**src/rtl/clk_div_pkg.sv**
```systemverilog
package clk_div_pkg;
    localparam int DIV_W    = 6;
    localparam int HALT_BIT = 8;

    function automatic int idx_width(input int nparents);
        return (nparents == 8) ? 3 : ((nparents == 4) ? 2 : 0);
    endfunction

    function automatic int idx_lsb(input int nparents);
        return (nparents == 8) ? 12 : 6;
    endfunction
endpackage

```
**src/rtl/clk_div_ctrl.sv**
```systemverilog
module clk_div_ctrl
    import clk_div_pkg::*;
#(
    parameter int              NPAR      = 4,
    parameter logic [NPAR-1:0] SRC_VALID = '1,
    parameter int              SEL_W     = 2
) (
    input  logic             clk,
    input  logic             rst_n,
    input  logic             wr_en,
    input  logic [DIV_W-1:0] wr_div,
    input  logic             wr_halt,
    input  logic [SEL_W-1:0] wr_sel,
    output logic [DIV_W-1:0] cfg_div,
    output logic             cfg_halt,
    output logic [SEL_W-1:0] cfg_sel
);
    localparam int NSLOT = 2 ** SEL_W;

    typedef struct packed {
        logic [DIV_W-1:0] div;
        logic             halt;
        logic [SEL_W-1:0] sel;
    } ctrl_t;

    ctrl_t             ctrl_d, ctrl_q;
    logic [NSLOT-1:0]  valid_pad;
    logic              sel_ok;

    assign valid_pad = NSLOT'(SRC_VALID);

    always_comb begin
        ctrl_d = ctrl_q;
        sel_ok = (NPAR > 1) && valid_pad[wr_sel];
        if (wr_en) begin
            ctrl_d.halt = wr_halt;
            ctrl_d.div  = wr_halt ? '1 : wr_div;
            if (sel_ok) ctrl_d.sel = wr_sel;
        end
    end

    always_ff @(posedge clk or negedge rst_n) begin
        if (!rst_n) begin
            ctrl_q.div  <= '1;
            ctrl_q.halt <= 1'b1;
            ctrl_q.sel  <= '0;
        end else begin
            ctrl_q <= ctrl_d;
        end
    end

    assign cfg_div  = ctrl_q.div;
    assign cfg_halt = ctrl_q.halt;
    assign cfg_sel  = ctrl_q.sel;

    // Halted register always carries the all-ones code.
    assert_halt_code_ones_R5: assert property (@(posedge clk) disable iff (!rst_n)
        ctrl_q.halt |-> (ctrl_q.div == '1));

    // Stored index never points at an unwired slot.
    assert_sel_valid_R8: assert property (@(posedge clk) disable iff (!rst_n)
        valid_pad[ctrl_q.sel]);

    assert_bad_sel_ignored_R8: assert property (@(posedge clk) disable iff (!rst_n)
        (wr_en && !valid_pad[wr_sel]) |=> $stable(ctrl_q.sel));
endmodule

```
**src/rtl/clk_div_core.sv**
```systemverilog
module clk_div_core
    import clk_div_pkg::*;
#(
    parameter int NPAR  = 4,
    parameter int SEL_W = 2
) (
    input  logic             clk,
    input  logic             rst_n,
    input  logic [NPAR-1:0]  src_tick,
    input  logic [DIV_W-1:0] cfg_div,
    input  logic             cfg_halt,
    input  logic [SEL_W-1:0] cfg_sel,
    output logic             div_out
);
    localparam int NSLOT = 2 ** SEL_W;

    typedef struct packed {
        logic [DIV_W-1:0] div;
        logic             halt;
        logic [SEL_W-1:0] sel;
        logic [DIV_W-1:0] cnt;
        logic             out;
    } core_t;

    core_t            core_d, core_q;
    logic [NSLOT-1:0] tick_pad;
    logic             at_boundary;
    logic [DIV_W-1:0] eff_div;
    logic             eff_halt;
    logic [SEL_W-1:0] eff_sel;
    logic [DIV_W-1:0] cnt_nxt;
    logic [DIV_W:0]   hi_len;
    logic             tick;

    assign tick_pad = NSLOT'(src_tick);

    always_comb begin
        core_d      = core_q;
        at_boundary = (core_q.cnt == '0) && !core_q.out;
        eff_div     = at_boundary ? cfg_div  : core_q.div;
        eff_halt    = at_boundary ? cfg_halt : core_q.halt;
        eff_sel     = at_boundary ? cfg_sel  : core_q.sel;
        core_d.div  = eff_div;
        core_d.halt = eff_halt;
        core_d.sel  = eff_sel;
        tick        = tick_pad[eff_sel];
        hi_len      = ({1'b0, eff_div} + 1'b1) >> 1;
        cnt_nxt     = (core_q.cnt == eff_div) ? '0 : core_q.cnt + 1'b1;
        if (eff_halt) begin
            core_d.cnt = '0;
            core_d.out = 1'b0;
        end else if (eff_div == '0) begin
            core_d.cnt = '0;
            core_d.out = tick;
        end else if (tick) begin
            core_d.cnt = cnt_nxt;
            core_d.out = (cnt_nxt != '0) && ({1'b0, cnt_nxt} <= hi_len);
        end
    end

    always_ff @(posedge clk or negedge rst_n) begin
        if (!rst_n) begin
            core_q.div  <= '1;
            core_q.halt <= 1'b1;
            core_q.sel  <= '0;
            core_q.cnt  <= '0;
            core_q.out  <= 1'b0;
        end else begin
            core_q <= core_d;
        end
    end

    assign div_out = core_q.out;

    assert_cnt_in_range_R1: assert property (@(posedge clk) disable iff (!rst_n)
        core_q.cnt <= core_q.div);

    assert_halted_low_R4: assert property (@(posedge clk) disable iff (!rst_n)
        core_q.halt |-> !core_q.out);

    // Applied settings cannot move while the output is high.
    assert_cfg_frozen_high_R9: assert property (@(posedge clk) disable iff (!rst_n)
        core_q.out |=> $stable({core_q.div, core_q.halt, core_q.sel}));
endmodule

```
**src/rtl/clk_div_mux.sv**
```systemverilog
module clk_div_mux
    import clk_div_pkg::*;
#(
    parameter int              NPAR      = 4,
    parameter logic [NPAR-1:0] SRC_VALID = 4'b1011
) (
    input  logic            clk,
    input  logic            rst_n,
    input  logic [NPAR-1:0] src_tick,
    input  logic            reg_we,
    input  logic [31:0]     reg_wdata,
    output logic [31:0]     reg_rdata,
    output logic            clk_div_o
);
    localparam int FIELD_W = idx_width(NPAR);
    localparam int SEL_LSB = idx_lsb(NPAR);
    localparam int SEL_W   = (FIELD_W > 0) ? FIELD_W : 1;

    logic [DIV_W-1:0] cfg_div;
    logic             cfg_halt;
    logic [SEL_W-1:0] cfg_sel;
    logic [SEL_W-1:0] wr_sel;
    logic [31:0]      sel_bits;

    generate
        if (FIELD_W > 0) begin : g_sel_field
            assign wr_sel   = reg_wdata[SEL_LSB +: FIELD_W];
            assign sel_bits = 32'(cfg_sel) << SEL_LSB;
        end else begin : g_no_sel_field
            assign wr_sel   = '0;
            assign sel_bits = '0;
        end
    endgenerate

    clk_div_ctrl #(.NPAR(NPAR), .SRC_VALID(SRC_VALID), .SEL_W(SEL_W)) ctrl_i (
        .clk      (clk),
        .rst_n    (rst_n),
        .wr_en    (reg_we),
        .wr_div   (reg_wdata[DIV_W-1:0]),
        .wr_halt  (reg_wdata[HALT_BIT]),
        .wr_sel   (wr_sel),
        .cfg_div  (cfg_div),
        .cfg_halt (cfg_halt),
        .cfg_sel  (cfg_sel)
    );

    clk_div_core #(.NPAR(NPAR), .SEL_W(SEL_W)) core_i (
        .clk      (clk),
        .rst_n    (rst_n),
        .src_tick (src_tick),
        .cfg_div  (cfg_div),
        .cfg_halt (cfg_halt),
        .cfg_sel  (cfg_sel),
        .div_out  (clk_div_o)
    );

    assign reg_rdata = 32'(cfg_div) | (32'(cfg_halt) << HALT_BIT) | sel_bits;
endmodule

```
**config.mk**
```make
export PLATFORM = sky130hd
export DESIGN_NAME = clk_div_mux
export DESIGN_NICKNAME = d
export VERILOG_FILES = /design/src/rtl/clk_div_pkg.sv /design/src/rtl/clk_div_ctrl.sv /design/src/rtl/clk_div_core.sv /design/src/rtl/clk_div_mux.sv
export SDC_FILE = /design/constraint.sdc
export NUM_CORES = 1
export LEC_CHECK = 0
export BUFFER_PORTS_ARGS = -buffer_cell sky130_fd_sc_hd__buf_4
export CAP_MARGIN = 15
export CORE_MARGIN = 2
export CORE_UTILIZATION = 52
export DETAILED_ROUTE_END_ITERATION = 6
export GPL_TIMING_DRIVEN = 0
export PLACE_DENSITY = 0.83
export RECOVER_POWER = 100
export SETUP_SLACK_MARGIN = 0.5
export SYNTH_ARGS = -nofsm -noshare
export SYNTH_HDL_FRONTEND = slang
export SYNTH_SLANG_ARGS = --single-unit
```
**constraint.sdc**
```tcl
create_clock -name clk -period 6.67 [get_ports clk]
set_input_delay 1.0005 -clock clk [delete_from_list [all_inputs] [get_ports clk]]
set_output_delay 1.0005 -clock clk [all_outputs]
set_load 0.01 [all_outputs]
```
== Word-level counts from Yosys, hierarchy flattened ==
Cells that the tools add are included.

* Flip-flop bits (word level): 25
* Bits of input ports: 39
* Output and inout port bits: 33

* Bitwise gates (word level): 2
* Order comparisons: 3
* Multiplexer cells: 12
* Add/sub/neg operators: 2
* Reductions and logical operators: 8
* Eq/ne operators: 1

{| class="wikitable"
|+ Operators with widths
! kind !! count
|-
| OR 32 x 8 -> 32 bit || 1
|-
| 2-to-1 mux 7 bit || 3
|-
| 2-to-1 mux 6 bit || 3
|-
| logical NOT 6 bit || 2
|-
| OR 6 x 9 -> 9 bit || 1
|-
| adder 6 x 1 -> 7 bit (second input constant) || 1
|-
| adder 6 x 1 -> 6 bit (second input constant) || 1
|-
| == test 6 bit || 1
|-
| <= comparator 6 bit || 1
|-
| less-than comparator 2 x 3 -> 1 bit (second input constant) || 2
|-
| nonzero test 6 bit || 1
|-
| binary-select mux 1 bit (select 2 bit) || 2
|-
| 2-to-1 mux 1 bit || 3
|-
| nonzero test 3 bit || 1
|-
| logical AND 1 bit || 2
|-
| 2-to-1 mux 2 bit || 1
|-
| AND reduction 2 bit || 1
|-
| logical NOT 1 bit || 1
|}

== Longest topological paths before layout ==
* Depth in word-level cells: 10
* Depth in mapped cells: 16
* Gate-level depth less buffers: 16

== Cells and area by module ==
From an unflattened synthesis, not the netlist that was laid out.

* Cell total of the unflattened synthesis: 230
* Area, all modules: 2058.2 µm²

{| class="wikitable"
|+ By module, submodules not included
! module !! sequential area each (µm²) !! area each (µm²) !! times used !! cells each
|-
| clk_div_core || 409.1 || 1467.7 || 1 || 170
|-
| clk_div_ctrl || 234.0 || 406.6 || 1 || 35
|-
| clk_div_mux || 0.0 || 183.9 || 1 || 25
|}

== Worst setup path before layout ==
No wires, ideal clock.

* Path type: reg-to-reg
* Start point: reg core_i.core_q[1] (netlist name)
* End point: reg core_i.core_q, in the netlist core_i.div_out
* Period minus slack after synthesis: 3.332 ns
* Data arrival time: 3.233 ns
* Setup time: 0.099 ns
* Data required time: 6.571 ns
* Buffers on the path: 0
* Slack: 3.338 ns
* Stages on the path, launching flop included: 17
* Cells stage by stage: dfrtp_1 > inv_1 > ha_1 > or4b_4 > o31ai_1 > o22ai_1 > a211oi_1 > nand2_1 > nand2_1 > inv_1 > ha_1 > a21o_1 > a21oi_1 > o21ai_0 > o221ai_1 > o311ai_0 > a311oi_1

* Cells in the longest elaborated chain, start to end: 10
* Elaborated cells on any way between the ends: 19
* Those cells by class: add/sub (2); order compare (1); eq/ne (1); mux (9); reduce/logical (6)

{| class="wikitable"
|+ Ends and longest elaborated chain
! item !! RTL line !! RTL
|-
| from (decl) || clk_div_core.sv:25 || <nowiki>core_t core_d, core_q;</nowiki>
|-
| from (signal assigned) || clk_div_core.sv:69 || <nowiki>core_q <= core_d;</nowiki>
|-
| parallel branches: the longest is 10 deep, another holds adder 6 x 1 -> 7 bit || n/a ||
|}

Several ways; the timed one is not identified. The select of a mux whose other input is x is not followed.
A chain may end at the register's enable or synchronous reset.

==> reports/metrics.cfg <==
[timing]
period_needed_ps=4440
maxSlewViolCount=0
tns_ps=0
setup_violations=0
hold_violations=0
timing.hold.ws_ps=536
finalCritPeriodShare=0.665
rsz0062_at_grt=no
slew_headroom=0.169
tightest_slew_ps=1250
clock.fmax_ghz=0.225
skew_ps=14.0

[global_route]
first_global_vias=1558
grt_use_total=0.213
grt_antenna_before_repair=0
grt_pass1_wl_mm=7.04
overflow=0
grt_max_degree=26

[finish]
diodes=0
nNetsFinal=315
final_cells=311
synthToLayoutAreaGrowth_pct=15.9
final_cell_mix=buf_4, conb_1, nor2_1, nand2_1, inv_1
drive_gt1_frac=0.230
layout_commonest_cell=buf_4

[clock_network]
hold_buffers=0
htree_levels=1
cts_setup_buffers=0
cts_tree=done
cts_resized=0
cts.clk_slew.worst_paths_ps=140
cts_buffer_depth=2
cts_buffers=3
cts.sinks=25
root_buffer=clkbuf_4
clk_latency_ps=320

[floorplanning]
initial_core_util=0.554
num_rows=21
core_area_mm2=0.00342
io_pins=72
fp.dieH_um=64.3
die_w_um=64.3
die_area_mm2=0.00414

[synth]
netlist.area_leader.share=0.194
synth.avg_cell_area_um2=8.80
synth_area_leaders=dfstp_2, dfrtp_1, buf_4, ha_1, mux2i_1
synth-edff-count=0
synth_top_area_cell=dfstp_2
ys_seq_area_frac=0.340
ys_async_sr_fraction=1.00
synth.ff_latch_count=25
syn_inst=215
ys.flop_type=dfstp_2
synthDistinctLibCells=48
netlist_area_mm2=0.00189
synth_warnings=0

[run]
cap_violations=0

[detailed_routing]
drc=0
first_iter_violations=62
vias=1662
vias_per_cell=5.34
first_pass_iters=5
antenna_left=0
wl_mm=4.20
wl_per_cell_um=13.5

[power]
p_seq_frac=0.289
leakage_nw=1.05
ir_worst_vdd_uv=286
pwr-share-comb=0.633
swShare=0.462
clockPowerShare=0.078
p_int_mw=0.458
power.total_mw=0.852
powerDensity_mw_per_mm2=388
power.switching_mw=0.394

[placed_design]
place_congestion=0.987
dp_hpwl_mm=3.24
place_inst=307
io_buffers=24

[run_status]
status=completed

[setup_path]
critPathRequiredTime_ps=6890
cp-end-kind=flop
criticalPathCategory=flop to flop
worstSetupStartpointType=flop
critPathArrivalTime_ps=4660
crit_fanout=8

[min_path]
hold_path_class=flop to flop

[worst max-delay path, stage by stage (launching register included)]
cell      delay (ps)
dfrtp_1          460
inv_1            180
ha_1             200
or4b_1           510
nor3_1           770
a21boi_0         300
inv_1            170
nand3_1          140
nor3_1           200
xnor2_1          150
ha_1             270
a211oi_1         230
o21ai_0          120
o221ai_1         110
o311ai_0         220
a311oi_1         300
[flip-flops by register name (all words and copies together) (netlist names)]
register / cells
ctrl_i.cfg_halt: 1
ctrl_i.cfg_sel: 2
core_i.div_out: 1
ctrl_i.cfg_div: 6
core_i.core_q: 15
[through the flow]
| stage | utilization | worst slack, ps | instance area, um2 |
|---|---|---|---|
| final | 0.642 | 2230 | 2190 |
| after global routing | 0.642 | 1780 | 2190 |
| after CTS | 0.656 | 2520 | 2240 |
| after detailed placement | 0.648 | 2730 | 2210 |
| after global placement | 0.648 | 2790 | 2210 |
| after floorplan | - | 3340 | 1980 |
[cell families (layout without fill, tap and decap cells)]
logic type,Yosys count,after routing,synth area share
other cells,1,23,0.00198
simple gates,77,77,0.220
buf+inv,46,74,0.142
compound gates,38,38,0.139
flops,25,25,0.340
fa+ha+maj,10,10,0.0661
mux,10,10,0.0542
xor+xnor,8,8,0.0370
[final cells by class]
type	instances	area, um2
inverters	14	52.6
fillers	308	1220
clock inverters	1	5.00
flip-flops and latches	25	643
multi-input cells	166	1030
clock buffers	3	22.5
repair buffers	24	165
plain buffers	32	216
well taps	46	57.6
[cell usage after synthesis (3+ instances only)]
cell and n:
nand4_1 6, mux2i_1 8, xnor2_1 8, nand2_1 17, nor2b_1 4, nor4_1 3
dfstp_2 14, nand2b_1 5, nand3_1 9, a21oi_1 11, clkbuf_1 5, inv_1 14
buf_4 25, dfrtp_1 11, nor2_1 21, o311ai_0 3, o22ai_1 3, o21ai_0 3
ha_1 10
[routing by layer]
metal | GRT usage | up-vias | wire (um)
li1 | - | 819 | -
met5 | 0 | - | 0
met4 | 0.0665 | 0 | 50
met2 | 0.355 | 67 | 2080
met1 | 0.283 | 772 | 1760
met3 | 0.0352 | 4 | 311
[path summary, 6_finish.rpt]
check,start,end,slack (ps),cells past startpoint
max reg2reg,core_i.core_q[1],core_i.div_out,2230,15
min reg2reg,core_i.core_q[7],core_i.core_q[7],540,2
min in group asynchronous,rst_n,core_i.core_q[1],910,1
max,core_i.core_q[1],core_i.div_out,2230,15
min,core_i.core_q[7],core_i.core_q[7],540,2
max in group asynchronous,rst_n,core_i.core_q[5],5020,1
[power by group through the flow]
stage | clock (mW) | combinational [mW] | sequential (mW)
2_1_floorplan | 0 | 0.438 | 0.239
4_1_cts | 0.0699 | 0.563 | 0.246
3_3_place_gp | 0 | 0.538 | 0.246
5_1_grt | 0.0763 | 0.607 | 0.251
3_5_place_dp | 0 | 0.555 | 0.249
6_report | 0.0664 | 0.539 | 0.246
Note: power is estimated with default switching activity, not from simulation.
